File: src/rtl/hs_dfu_pkg.sv
package hs_dfu_pkg;
  typedef enum logic [1:0] {
    PH_IDLE = 2'd0,
    PH_PRE  = 2'd1,
    PH_WAVE = 2'd2,
    PH_POST = 2'd3
  } phase_e;
endpackage

File: src/rtl/hs_tick_gen.sv
module hs_tick_gen #(
  parameter int CLK_PER_TICK = 48
) (
  input  logic clk_i,
  input  logic rst_i,
  input  logic run_i,
  output logic tick_o
);
  localparam int PW = (CLK_PER_TICK > 2) ? $clog2(CLK_PER_TICK) : 1;
  localparam logic [PW-1:0] LAST = PW'(CLK_PER_TICK - 1);

  logic [PW-1:0] div_q;

  always_ff @(posedge clk_i) begin
    if (rst_i || !run_i) div_q <= '0;
    else if (div_q == LAST) div_q <= '0;
    else div_q <= div_q + 1'b1;
  end

  assign tick_o = run_i && (div_q == LAST);
endmodule

File: src/rtl/hs_phase_seq.sv
module hs_phase_seq
  import hs_dfu_pkg::*;
#(
  parameter int PRE_TICKS  = 5000,
  parameter int WAVE_TICKS = 50000,
  parameter int POST_TICKS = 10000
) (
  input  logic   clk_i,
  input  logic   rst_i,
  input  logic   start_i,
  input  logic   tick_i,
  output phase_e phase_o,
  output logic   done_o
);
  localparam int MAX_A = (PRE_TICKS > WAVE_TICKS) ? PRE_TICKS : WAVE_TICKS;
  localparam int MAX_D = (MAX_A > POST_TICKS) ? MAX_A : POST_TICKS;
  localparam int DW    = $clog2(MAX_D + 1);

  phase_e        phase_q;
  logic [DW-1:0] dur_q;
  logic [DW-1:0] last_cnt;
  logic          at_end;

  always_comb begin
    unique case (phase_q)
      PH_PRE:  last_cnt = DW'(PRE_TICKS - 1);
      PH_WAVE: last_cnt = DW'(WAVE_TICKS - 1);
      PH_POST: last_cnt = DW'(POST_TICKS - 1);
      default: last_cnt = '0;
    endcase
  end

  assign at_end = tick_i && (dur_q == last_cnt);

  always_ff @(posedge clk_i) begin
    if (rst_i) begin
      phase_q <= PH_IDLE;
      dur_q   <= '0;
      done_o  <= 1'b0;
    end else begin
      done_o <= 1'b0;
      if (phase_q == PH_IDLE) begin
        dur_q <= '0;
        if (start_i) phase_q <= PH_PRE;
      end else if (at_end) begin
        dur_q <= '0;
        unique case (phase_q)
          PH_PRE:  phase_q <= PH_WAVE;
          PH_WAVE: phase_q <= PH_POST;
          default: begin
            phase_q <= PH_IDLE;
            done_o  <= 1'b1;
          end
        endcase
      end else if (tick_i) begin
        dur_q <= dur_q + 1'b1;
      end
    end
  end

  assign phase_o = phase_q;
endmodule

File: src/rtl/hs_sqwave.sv
module hs_sqwave #(
  parameter int RELOAD = 9
) (
  input  logic clk_i,
  input  logic rst_i,
  input  logic run_i,
  input  logic tick_i,
  output logic wave_o
);
  localparam int CW = (RELOAD > 1) ? $clog2(RELOAD + 1) : 1;
  localparam logic [CW-1:0] TOP     = CW'(RELOAD);
  localparam logic [CW-1:0] HI_TICK = CW'((RELOAD + 1) / 2);

  logic [CW-1:0] cnt_q;

  always_ff @(posedge clk_i) begin
    if (rst_i || !run_i) cnt_q <= '0;
    else if (tick_i) cnt_q <= (cnt_q == TOP) ? '0 : cnt_q + 1'b1;
  end

  assign wave_o = (cnt_q < HI_TICK);
endmodule

File: src/rtl/hs_dfu_wave_seq.sv
module hs_dfu_wave_seq
  import hs_dfu_pkg::*;
#(
  parameter int   CLK_PER_TICK = 48,
  parameter int   PRE_TICKS    = 5000,
  parameter int   WAVE_TICKS   = 50000,
  parameter int   POST_TICKS   = 10000,
  parameter int   CLK_RELOAD   = 9,
  parameter int   DAT_RELOAD   = 4,
  parameter logic CLK_PRE_LVL  = 1'b0,
  parameter logic DAT_PRE_LVL  = 1'b0,
  parameter logic CLK_POST_LVL = 1'b0,
  parameter logic DAT_POST_LVL = 1'b0
) (
  input  logic clk_i,
  input  logic rst_i,
  input  logic start_i,
  output logic wire_clk_o,
  output logic wire_dat_o,
  output logic bus_sel_o,
  output logic busy_o,
  output logic done_o
);
  phase_e phase;
  logic   tick;
  logic   wave_run;
  logic   clk_wave, dat_wave;

  assign busy_o   = (phase != PH_IDLE);
  assign wave_run = (phase == PH_WAVE);

  hs_tick_gen #(.CLK_PER_TICK(CLK_PER_TICK)) u_tick (
    .clk_i(clk_i), .rst_i(rst_i), .run_i(busy_o), .tick_o(tick)
  );

  hs_phase_seq #(
    .PRE_TICKS(PRE_TICKS), .WAVE_TICKS(WAVE_TICKS), .POST_TICKS(POST_TICKS)
  ) u_seq (
    .clk_i(clk_i), .rst_i(rst_i), .start_i(start_i), .tick_i(tick),
    .phase_o(phase), .done_o(done_o)
  );

  hs_sqwave #(.RELOAD(CLK_RELOAD)) u_clk_wave (
    .clk_i(clk_i), .rst_i(rst_i), .run_i(wave_run), .tick_i(tick), .wave_o(clk_wave)
  );

  hs_sqwave #(.RELOAD(DAT_RELOAD)) u_dat_wave (
    .clk_i(clk_i), .rst_i(rst_i), .run_i(wave_run), .tick_i(tick), .wave_o(dat_wave)
  );

  always_comb begin
    unique case (phase)
      PH_PRE:  begin wire_clk_o = CLK_PRE_LVL;  wire_dat_o = DAT_PRE_LVL;  end
      PH_WAVE: begin wire_clk_o = clk_wave;     wire_dat_o = dat_wave;     end
      PH_POST: begin wire_clk_o = CLK_POST_LVL; wire_dat_o = DAT_POST_LVL; end
      default: begin wire_clk_o = 1'b1;         wire_dat_o = 1'b1;         end
    endcase
  end

  assign bus_sel_o = !busy_o;
endmodule

File: config.mk
export PLATFORM = sky130hd
export DESIGN_NAME = hs_dfu_wave_seq
export DESIGN_NICKNAME = d
export VERILOG_FILES = /design/src/rtl/hs_dfu_pkg.sv /design/src/rtl/hs_tick_gen.sv /design/src/rtl/hs_phase_seq.sv /design/src/rtl/hs_sqwave.sv /design/src/rtl/hs_dfu_wave_seq.sv
export SDC_FILE = /design/constraint.sdc
export NUM_CORES = 1
export LEC_CHECK = 0
export ABC_AREA = 1
export BUFFER_PORTS_ARGS = -buffer_cell sky130_fd_sc_hd__buf_2
export CAP_MARGIN = 20
export CORE_MARGIN = 2
export CORE_UTILIZATION = 30
export DETAILED_ROUTE_END_ITERATION = 8
export PLACE_DENSITY_LB_ADDON = 0.2
export SYNTH_ARGS = -nofsm -noshare
export SYNTH_HDL_FRONTEND = slang
export SYNTH_SLANG_ARGS = --single-unit
export TNS_END_PERCENT = 50
File: constraint.sdc
create_clock -name clk_i -period 2.2 [get_ports clk_i]
set_input_delay 0.22 -clock clk_i [delete_from_list [all_inputs] [get_ports clk_i]]
set_output_delay 0.22 -clock clk_i [all_outputs]
set_load 0.02 [all_outputs]
* After elaboration in Yosys (flattened, before gate mapping)
Cells that the tools add are included.
W data, S select, Z words.
** Storage, ports and cells
- Input bits :: 3
- Flip-flop bits (word level) :: 32
- Logic and storage cells :: 46
- Output and inout port bits :: 5
** Operators by class
- Reductions and logical operators :: 15
- Muxes and demuxes :: 10
- $lt $le $gt $ge :: 2
- Equality and inequality tests :: 8
- Add/subtract/negate cells :: 4
- Bitwise operators :: 1
** Operators by type and width (number)
- $pmux W16 S3 :: 1
- $add A16 B1 Y16 const B :: 1
- $eq A16 B16 Y1 :: 1
- $add A6 B1 Y6 const B :: 1
- $eq A6 B6 Y1 const B :: 1
- $mux W2 :: 3
- $reduce_or A2 Y1 :: 3
- $reduce_or A3 Y1 :: 2
- $add A4 B1 Y4 const B :: 1
- $eq A2 B2 Y1 const B :: 2
- $eq A4 B4 Y1 const B :: 1
- $lt A4 B3 Y1 const B :: 1
- $mux W4 :: 1
- $pmux W1 S2 :: 2
- $pmux W2 S2 :: 1
- $reduce_bool A2 Y1 :: 2
- $add A3 B1 Y3 const B :: 1
- $eq A3 B3 Y1 const B :: 1
- $lt A3 B2 Y1 const B :: 1
- $mux W3 :: 1
- $eq A2 B1 Y1 const B :: 1
- $logic_and A1 B1 Y1 :: 2
- $logic_not A1 Y1 :: 2
- $logic_not A2 Y1 :: 1
- other kinds (5) :: 6

* Longest topological paths before layout
Gate-level depths: netlist (run 1).
- Depth after elaboration :: 6
- Mapped depth :: 12
- Gate-level depth less buffers :: 12

* By module
From an unflattened synthesis (run 1), not the netlist that was laid out.
** Second synthesis, totals
- Cell total of the unflattened synthesis :: 263
- Area, all modules :: 1803.0 µm²
** By module, submodules not included
- hs_phase_seq :: area an instance 1109.8 µm², cells each 162, seq. area each 380.4 µm², times used 1
- hs_tick_gen :: area an instance 275.3 µm², cells each 34, seq. area each 120.1 µm², times used 1
- hs_sqwave at u_clk_wave :: area an instance 209.0 µm², cells each 33, seq. area each 80.1 µm², times used 1
- hs_sqwave at u_dat_wave :: area an instance 173.9 µm², cells each 26, seq. area each 60.1 µm², times used 1
- hs_dfu_wave_seq :: area an instance 35.0 µm², cells each 8, seq. area each 0.0 µm², times used 1

* Worst setup path after synthesis (run 1)
Ideal clock, no wire load.
- Path kind :: reg-to-reg
- Start point :: reg u_seq.phase_q[0] (netlist: u_seq.phase_o[0])
- End point :: reg u_seq.dur_q[8]
- Stages on the path, launching flop included :: 12
- Clock period less this slack :: 1.769 ns
- Required time :: 2.085 ns
- Path slack :: 0.431 ns
- Library setup time :: 0.115 ns
- Arrival :: 1.655 ns
- Buffers on the path :: 1
- Cells stage by stage :: dfxtp_1 > inv_1 > ha_1 > inv_2 > nand3_1 > nor2_1 > nand2_1 > nor2_1 > nand2_2 > nand2_4 > buf_6 > nor2_1
** Between the ends
- Elaborated cells on any way between the ends :: 10
- Classes of those cells :: eq/ne (4); mux (1); reduce/logical (5)
** RTL lines
- start: declaration :: line hs_phase_seq.sv:19 : phase_e phase_q;
- start signal: assignment :: line hs_phase_seq.sv:37 : phase_q <= PH_IDLE;
- start signal: assignment :: line hs_phase_seq.sv:44 : if (start_i) phase_q <= PH_PRE;
- start signal: assignment :: line hs_phase_seq.sv:48 : PH_PRE: phase_q <= PH_WAVE;
- $reduce_bool A2 Y1 * :: line hs_dfu_wave_seq.sv:29 : assign busy_o = (phase != PH_IDLE);
- net busy_o :: line hs_dfu_wave_seq.sv:21 : output logic busy_o,
- $logic_and A1 B1 Y1 * :: line hs_tick_gen.sv:20 : assign tick_o = run_i && (div_q == LAST);
- $logic_and A1 B1 Y1 :: line hs_phase_seq.sv:33 : assign at_end = tick_i && (dur_q == last_cnt);
- $reduce_or A3 Y1 (no source line)
- end signal: assignment :: line hs_phase_seq.sv:56 : dur_q <= dur_q + 1'b1;
- end: declaration :: line hs_phase_seq.sv:20 : logic [DW-1:0] dur_q;
The timed path passes the listed nets; every way through them passes the cells marked *.
A chain may end at the register's enable or synchronous reset.

* Final worst setup path (run 1)
- Start point :: reg u_seq.phase_q[0] (netlist: u_seq.phase_o[0])
- End point :: out wire_dat_o
** Between the ends
- Longest elaborated chain between the ends :: 3
- Elaborated cells on any way between the ends :: 5
- Classes of those cells :: eq/ne (3); mux (1); reduce/logical (1)
** RTL lines
- $eq A2 B2 Y1 / $eq A2 B1 Y1 (equally long branches) :: line hs_dfu_wave_seq.sv:52 : unique case (phase)
- $reduce_or A2 Y1 (no source line)
- $pmux W1 S2 * :: line hs_dfu_wave_seq.sv:52
- end: declaration :: line hs_dfu_wave_seq.sv:19 : output logic wire_dat_o,
Mark *: on every way between the ends. The rest lies on a longest branch, timed or not.

==> results of run 1 <==
layout by cell type (no fill, tap or decap), drive strengths merged:
| master | netlist | layout |
|---|---|---|
| nand2 | 75 | 75 |
| nor2 | 38 | 38 |
| dfxtp | 32 | 32 |
| inv | 32 | 32 |
| nand3 | 19 | 19 |
| a21oi | 18 | 18 |
| nor3 | 10 | 10 |
| ha | 8 | 8 |
| buf | 5 | 8 |
| o21ai | 8 | 8 |
| nand4 | 7 | 7 |
| clkbuf | 0 | 7 |
| xor2 | 6 | 6 |
| xnor2 | 3 | 3 |
| o31ai | 2 | 2 |
| nor3b | 2 | 2 |
| or2 | 1 | 1 |
| a211oi | 1 | 1 |
| o22ai | 1 | 1 |
| nand3b | 1 | 1 |
| o21a | 1 | 1 |
| bufinv | 0 | 1 |
routing by layer:
| metal | up-vias | part of all wire | GRT usage |
|---|---|---|---|
| li1 | 886 | - | - |
| met1 | 719 | 0.50 | 0.1609 |
| met2 | 24 | 0.45 | 0.2031 |
| met3 | 4 | 0.029 | 0.03181 |
| met4 | 0 | 0.016 | 0.04918 |
| met5 | - | 0 | 0 |
per-stage QoR:
step / hold slack (ns) / area [um2] / power, mW / setup WS [ns]
3_3_place_gp: 0.4476 / 1958 / 0.7719 / 0.3864
4_1_cts: 0.2281 / 2085 / 1.405 / 0.2854
6_report: 0.2392 / 2085 / 1.377 / 0.3280
5_1_grt: 0.2358 / 2085 / 1.448 / 0.1597
3_5_place_dp: 0.4564 / 1958 / 0.7696 / 0.3510
2_1_floorplan: 0.3964 / 1866 / 0.7284 / 0.4306
synthesized netlist by cell type (2+ instances only):
cell type / n
a21oi_1: 18
buf_2: 2
buf_6: 3
dfxtp_1: 32
ha_1: 8
inv_1: 30
inv_2: 2
nand2_1: 71
nand2_2: 3
nand3_1: 17
nand4_1: 7
nor2_1: 34
nor2_2: 2
nor2_4: 2
nor3_1: 8
o21ai_0: 6
o21ai_1: 2
o31ai_1: 2
xnor2_1: 3
xor2_1: 6
cell type report:
cell class              instances  area share
clock buffers                   7     0.04622
clock inverters                 1     0.01441
inverters                      32     0.05762
multi-input cells             201      0.5090
flip-flops and latches         32      0.3073
well taps                      75     0.04502
repair buffers                  8     0.02041
registers in the layout, summed over array words and instances, names as in the netlist:
signal	count
u_seq.phase_o	2
u_seq.dur_q	16
u_tick.div_q	6
u_seq.done_o	1
u_clk_wave.cnt_q	4
u_dat_wave.cnt_q	3
worst max-delay path by stage:
stage | endpoint | cells after the start
final | wire_dat_o | 6
after global routing | wire_dat_o | 6
after CTS | wire_dat_o | 6
after detailed placement | u_clk_wave.cnt_q[3]$_SDFFE_PP0P_ | 8
after global placement | u_clk_wave.cnt_q[1]$_SDFFE_PP0P_ | 7
after floorplan | u_seq.dur_q[8]$_SDFFE_PP0P_ | 11
worst min-delay path, cell delays in order:
cell	delay, ns
buf_2	0.09
inv_1	0.07
nand2_1	0.07
nor2_1	0.03
power breakdown:
part           total [mW]  internal [mW]  switching, mW
combinational       0.159         0.0500          0.109
clock               0.624          0.400          0.225
sequential          0.594          0.587        0.00740
cells by family (layout without fill, tap and decap cells):
kind of cell	count (synthesis)	in the layout	share of synthesized area
buffers and inverters	37	48	0.08786
adders and majority gates	8	8	0.05366
xor gates and xnor gates	9	9	0.04226
and+or+nand+nor	153	153	0.3836
DFF	32	32	0.3434
AOI/OAI and AO/OA	31	31	0.08921
==> results.toml, run 1 <==
[outcome]
outcome = "finished, final reports clean"

[clock_network]
cts-root-buf = "clkbuf_8"
tritoncts = "yes"
clk_latency_ns = 0.28
cts_sinks = 32
ctsResizeCount = 0
numCtsBuffers = 5
post_cts_buffers = 0
clk_pin_slew_ns = 0.07
clockBufferDepth = 2
cts_max_level = 2
cts_hold_buf = 0

[critical_path]
worstSetupPathType = "flip-flop to primary output"
max_stage_delay_ns = 0.40
crit_arrival_ns = 1.65
r2r_slack_ns = 0.36
cp-start-kind = "flip-flop"
path_cells = "inv_1 -> ha_1 -> nor2_1 -> nand2_1 -> o31ai_1 -> buf_2"
ff2ff_path_depth = 8
worst-path-buf-inv = 2
crit_family = "flip-flops"
crit_path_end_kind = "primary output"
r2r-end = "u_clk_wave.cnt_q[3]$_SDFFE_PP0P_"
path_max_fanout = 7
cp-startpoint = "u_seq.phase_o[0]$_SDFFE_PP0P_"
crit_slowest_cell = "dfxtp_1"
cp_data_required_time_ns = 1.98
r2r_start = "u_seq.phase_o[0]$_SDFFE_PP0P_"

[final_layout]
nets = 291
instances_no_fill = 356
n_antenna_cell = 0
drive_gt1_frac = 0.1103
ff_latch_area_um2 = 640.6
multiInputGateArea_um2 = 1061
syn_to_final_growth_pct = 11.74
final.fill_count = 659
post-route-util = 0.3500

[routing]
firstDrtPassIters = 4
vias_per_cell = 4.587
wl_per_cell_um = 11.13
antenna_left = 0
routed-via-count = 1633
wirelength_um = 3963
drc = 0
first_iter_violations = 60

[synth]
synthFlopType = "dfxtp_1"
synth.avg_cell_area_um2 = 6.909
mappedNetlistArea_um2 = 1866
syn_nets = 281
yosys.area.top_type = "dfxtp_1"
synth_seq_cells = 32
synth.area.top_cells = "dfxtp_1 (34%), nand2_1 (14%), nor2_1 (6.8%)"
async_reset_ff_frac = 0
yosys.cell_types.count = 32
synth_edf_count = 0
ys_seq_area_frac = 0.3434
postSynthCellCount = 270
yosys_warnings = 0
synth_top_area_frac = 0.3434

[grt]
antenna_found_initial = 0
grt-ovfl-total = 0
grt_pass1_vias = 1566
grt_pass1_wl_um = 7134
track_usage = 0.1258
grt_max_degree = 17

[timing]
rsz0062_at_grt = "false"
setup_viol = 0
max_slew.worst_pin.slew_ns = 0.3043
fin_setup_tns_ns = 0
min_period_ns = 1.872
slew_headroom = 0.7964
slew_violations = 0
fin_skew_ns = 0.001328
fin_crit_sh = 0.8509
timing_hold_violations_final = 0
timing.fmax_mhz = 534.2

[die]
die_area_um2 = 6865
initial_core_util = 0.3132
die_y_um = 82.86
io_pins = 8
coreArea_um2 = 5956
die_w_um = 82.86
fp-row-count = 28

[placement]
place.gp.congestion = 0.8395
place.port_buffers = 7
placed_cells = 348
hpwl_um = 2995

[worst_hold_path]
worstHoldStart = "rst_i"
hold_path_class = "input port to flip-flop"
hold_end = "u_seq.phase_o[1]$_SDFFE_PP0P_"
min_path_cells = 4

[power_and_ir_drop]
p_per_area_nw_per_um2 = 660.8
peakVddDrop_mv = 0.3384
p_leak_nw = 0.7533

[job]
drv_cap = 0
(Power assumes the default switching activity.)
==> run 2: changes to the inputs <==
--- a/config.mk
+++ b/config.mk
@@ -11,5 +11,6 @@
 export CORE_MARGIN = 2
-export CORE_UTILIZATION = 30
+export CORE_UTILIZATION = 51
 export DETAILED_ROUTE_END_ITERATION = 8
 export PLACE_DENSITY_LB_ADDON = 0.2
+export RECOVER_POWER = 50
 export SYNTH_ARGS = -nofsm -noshare
--- a/constraint.sdc
+++ b/constraint.sdc
@@ -3,2 +3,2 @@
 set_output_delay 0.22 -clock clk_i [all_outputs]
-set_load 0.02 [all_outputs]
+set_load 0.01 [all_outputs]
==> run 2 against run 1 <==
Against the previous run: register-to-register slack got worse by 0.05 ns; via count rose by 0.86%; final cell count fell by 8.4%; global-route usage rose by 7.8 points; design area fell by 4.8%; utilization rose by 23 points; worst hold slack got worse by 0.087 ns; highest routed layer unchanged.
==> results.toml, run 2 (synthesis gave the netlist of run 1 again) <==
[critical_path]
r2r-end = "u_seq.dur_q[5]$_SDFFE_PP0P_"
worstSetupPathType = "flip-flop to primary output"
cp_data_required_time_ns = 1.98
cp-start-kind = "flip-flop"
worstSetupEndpoint = "wire_clk_o"
cp-startpoint = "u_seq.phase_o[0]$_SDFFE_PP0P_"
r2r_slack_ns = 0.31
r2r_start = "u_seq.phase_o[0]$_SDFFE_PP0P_"
path_max_fanout = 7
crit_arrival_ns = 1.70
crit_path_end_kind = "primary output"
ff2ff_path_depth = 8

[routing]
antenna_left = 0
wl_per_cell_um = 11.32
drc = 0
first_iter_violations = 104
vias_per_cell = 5.052
wirelength_um = 3691
firstDrtPassIters = 4
routed-via-count = 1647

[clock_network]
cts_max_level = 2
numCtsBuffers = 5
post_cts_buffers = 0
clockBufferDepth = 2
cts_sinks = 32
cts-root-buf = "clkbuf_4"
ctsResizeCount = 0
cts_hold_buf = 0
tritoncts = "yes"
clk_latency_ns = 0.34
clk_pin_slew_ns = 0.11

[power_and_ir_drop]
power_mw = 1.195
pwr-share-seq = 0.497
p_leak_nw = 0.7180
swShare = 0.2698
combPwrFrac = 0.121
peakVddDrop_mv = 0.3236
switchingPower_uw = 322.5
clkPwrFrac = 0.382
p_per_area_nw_per_um2 = 602.3
internal-power_uw = 872.7

[final_layout]
syn_to_final_growth_pct = 6.371
drive_gt1_frac = 0.09286
largest_reg_flops = 16
final_cell_mix = "nand2_1 (72), nor2_1 (34), dfxtp_1 (32)"
layout_commonest_cell = "nand2_1"
regMostFlops = "u_seq.dur_q"
top_regs = "u_seq.dur_q x16, u_tick.div_q x6, u_clk_wave.cnt_q x4"
nets = 290
fin_area_um2 = 1984
instances_no_fill = 326
n_antenna_cell = 0
post-route-util = 0.5810

[placement]
place.gp.congestion = 0.8704
hpwl_um = 2758
place_ws_ns = 0.3145
place.port_buffers = 7
placed_cells = 318
placed_cell_area_um2 = 1914

[grt]
grt_max_degree = 24
antenna_found_initial = 0
grt_pass1_vias = 1514
grt_pass1_wl_um = 6575
grt-ovfl-total = 0
track_usage = 0.2036

[timing]
timing.fmax_mhz = 521.2
max_slew.worst_pin.slew_ns = 0.3205
timing_hold_violations_final = 0
setup_viol = 0
holdWs_ns = 0.1526
fin_crit_sh = 0.8721
slew_violations = 0
slew_headroom = 0.7855
min_period_ns = 1.919
worst_slack_ns = 0.2813
rsz0062_at_grt = "false"
fin_setup_tns_ns = 0
fin_skew_ns = 0.01232

[worst_hold_path]
min_path_cells = 4
hold_path_class = "input port to flip-flop"

[outcome]
outcome = "finished, final reports clean"

[die]
die_w_um = 64.48
initial_core_util = 0.5462
die_area_um2 = 4158
coreArea_um2 = 3416
io_pins = 8
die_y_um = 64.48
fp-row-count = 21

[job]
drv_cap = 0
## run 2: cell count changes in the layout (fill, tap and decap cells not counted), sizes merged
cell	delta
buf	-3
clkinv	+1
clkinvlp	+1
## run 2: worst min path at each step
stage	end	slack, ns	start
6_report	u_seq.phase_o[1]$_SDFFE_PP0P_	0.15	rst_i
3_5_place_dp	u_tick.div_q[0]$_SDFF_PP0_	0.45	u_tick.div_q[0]$_SDFF_PP0_
2_1_floorplan	u_seq.phase_o[1]$_SDFFE_PP0P_	0.40	rst_i
3_3_place_gp	u_tick.div_q[0]$_SDFF_PP0_	0.45	u_tick.div_q[0]$_SDFF_PP0_
4_1_cts	u_seq.phase_o[1]$_SDFFE_PP0P_	0.15	rst_i
5_1_grt	u_seq.phase_o[1]$_SDFFE_PP0P_	0.15	rst_i
## run 2: layout make-up
type	count	area, um2
inverters	32	120.1
flip-flops and latches	32	640.6
repair buffers	7	32.53
clock buffers	5	37.54
well taps	46	57.56
clock inverters	3	42.54
multi-input cells	201	1054
fillers	344	1431
## run 2: power by group through the flow
stage / Sequential, mW / Combinational [mW] / Clock [mW]
after floorplan: 0.606 / 0.111 / 0
after global placement: 0.607 / 0.147 / 0
after detailed placement: 0.607 / 0.147 / 0
after CTS: 0.594 / 0.147 / 0.468
after global routing: 0.596 / 0.164 / 0.489
final: 0.594 / 0.145 / 0.456
## run 2: critical path, stage by stage, from the launching register on
cell	delay (ns)
dfxtp_1	0.41
inv_1	0.08
ha_1	0.28
nor2_1	0.21
nand2_1	0.11
o31ai_1	0.09
buf_2	0.18
## run 2: per-layer routing
metal | wire [um] | vias to the layer above | global-route usage
met3 | 99 | 6 | 0.03646
met5 | 0 | - | 0
li1 | - | 883 | -
met1 | 1915 | 736 | 0.2659
met4 | 57 | 0 | 0.08777
met2 | 1619 | 22 | 0.3307
==> run 3: changes to the inputs <==
ABC_CLOCK_PERIOD_IN_PS = 1800   (was default)
CORE_UTILIZATION = 25   (was 51)
clock period = 1.8 ns   (was 2.2 ns; I/O delays follow)
==> run 3 against run 2 <==
Against the previous run: combinational power grew 56%; sequential share of layout area shrank 3.2 points; flip-flop and latch count is the same; worst setup slack lost 0.15 ns; non-clock buffer count grew 10; via count grew 3.3%; global-route usage shrank 9.4 points; clock-buffer cell count grew 1; clock power grew 51%; die area grew 96%; first-iteration DRC count shrank 40%.
==> results.toml, run 3 (synthesis gave the netlist of run 1 again) <==
[power_and_ir_drop]
switchingPower_uw = 423.7
p_leak_nw = 0.8020
p_per_area_nw_per_um2 = 741.7
swShare = 0.2584
clkPwrFrac = 0.419
peakVddDrop_mv = 0.3474
pwr-share-seq = 0.444
internal-power_mw = 1.216
combPwrFrac = 0.138

[final_layout]
instances_no_fill = 390
syn_to_final_growth_pct = 18.51
fin_area_um2 = 2211
layout_commonest_cell = "nand2_1"
final_cell_mix = "nand2_1 (71), nor2_1 (31), dfxtp_1 (30)"
nets = 301
regMostFlops = "u_seq.dur_q"
top_regs = "u_seq.dur_q x16, u_tick.div_q x6, u_clk_wave.cnt_q x4"
post-route-util = 0.3048
drive_gt1_frac = 0.1649
n_antenna_cell = 0
largest_reg_flops = 16

[routing]
first_iter_violations = 62
firstDrtPassIters = 4
vias_per_cell = 4.362
wirelength_um = 4436
wl_per_cell_um = 11.37
drc = 0
antenna_left = 0
routed-via-count = 1701

[critical_path]
path_max_fanout = 4
crit_path_end_kind = "primary output"
worstSetupPathType = "flip-flop to primary output"
cp_data_required_time_ns = 1.62
cp-start-kind = "flip-flop"
ff2ff_path_depth = 11
crit_arrival_ns = 1.49

[clock_network]
tritoncts = "yes"
cts_sinks = 32
post_cts_buffers = 0
cts_hold_buf = 0
clk_pin_slew_ns = 0.07
cts-root-buf = "clkbuf_8"
clk_latency_ns = 0.28
numCtsBuffers = 5
cts_max_level = 2
clockBufferDepth = 2

[grt]
antenna_found_initial = 0
track_usage = 0.1093
grt_max_degree = 17
grt_pass1_wl_um = 7148
grt_pass1_vias = 1527
grt-ovfl-total = 0

[timing]
fin_crit_sh = 0.9267
fin_skew_ns = 0.002306
slew_headroom = 0.7886
max_slew.worst_pin.slew_ns = 0.3147
setup_viol = 0
fin_setup_tns_ns = 0
min_period_ns = 1.668
slew_violations = 0
timing_hold_violations_final = 0
timing.fmax_mhz = 599.5
rsz0062_at_grt = "false"
worst_slack_ns = 0.1319

[die]
die_y_um = 90.39
die_w_um = 90.39
fp-row-count = 31
io_pins = 8
coreArea_um2 = 7253
die_area_um2 = 8169
initial_core_util = 0.2572

[worst_hold_path]
hold_path_class = "input port to flip-flop"
min_path_cells = 4

[placement]
hpwl_um = 3244
place.port_buffers = 7
place_ws_ns = 0.06755
place.gp.congestion = 0.7920
placed_cell_area_um2 = 2056
placed_cells = 381

[outcome]
outcome = "finished, final reports clean"

[job]
drv_cap = 0
==> run 3: changes by cell type in the layout (fill, tap and decap cells not counted), moves of 3 or more <==
cell,change
clkbuf_8,+5
clkbuf_4,-5
nor2_1,-3
nor2_2,+3
buf_4,+10
==> run 3: routing by layer <==
metal / share of wire / global-route usage
met5: 0 / 0
met4: 0.012 / 0.05385
met3: 0.029 / 0.02254
met2: 0.47 / 0.1754
met1: 0.49 / 0.1394
==> run 3: path summary, 6_finish.rpt <==
kind                                    startpoint                               end  slack [ns]
setup / recovery     u_seq.phase_o[0]$_SDFFE_PP0P_                        wire_clk_o        0.13
hold / removal                               rst_i     u_seq.phase_o[1]$_SDFFE_PP0P_        0.18
setup reg to reg     u_seq.phase_o[1]$_SDFFE_PP0P_      u_seq.dur_q[12]$_SDFFE_PP0P_        0.18
hold reg to reg   u_clk_wave.cnt_q[2]$_SDFFE_PP0P_  u_clk_wave.cnt_q[3]$_SDFFE_PP0P_        0.50
==> run 3: area by class of cell <==
| cell class | count | area (um2) |
|---|---|---|
| tap | 99 | 123.9 |
| timing repair buffer | 17 | 108.9 |
| clock inverter | 2 | 35.03 |
| sequential | 32 | 643.1 |
| clock buffer | 6 | 72.57 |
| fill | 816 | 5042 |
| inverter | 32 | 120.1 |
| multi-input combinational | 202 | 1107 |
==> run 3: stage by stage <==
stage                     hold WS [ns]  power (mW)
after global placement          0.4889      0.9517
after CTS                       0.1852       1.654
after detailed placement        0.4895      0.9481
after floorplan                 0.3564      0.8756
final                           0.1843       1.640
after global routing            0.2079       1.717
==> run 3: critical path: stages (launching register included) <==
cell and delay [ns]:
dfxtp_2 0.34, ha_1 0.27, nor2_2 0.12, buf_4 0.12, nand2_1 0.09, o31ai_2 0.08, buf_2 0.17
==> run 3: what timing repair did <==
action,4_1_cts,5_1_grt
pin swaps,0,1
gates cloned,0,1
setup endpoints to repair,2,19
resized for setup,4,9
==> run 3: power by group through the flow <==
stage	clock [mW]	combinational, mW	sequential (mW)
after detailed placement	0	0.207	0.741
after CTS	0.714	0.214	0.725
after floorplan	0	0.135	0.740
after global placement	0	0.211	0.741
final	0.687	0.226	0.728
after global routing	0.735	0.254	0.729
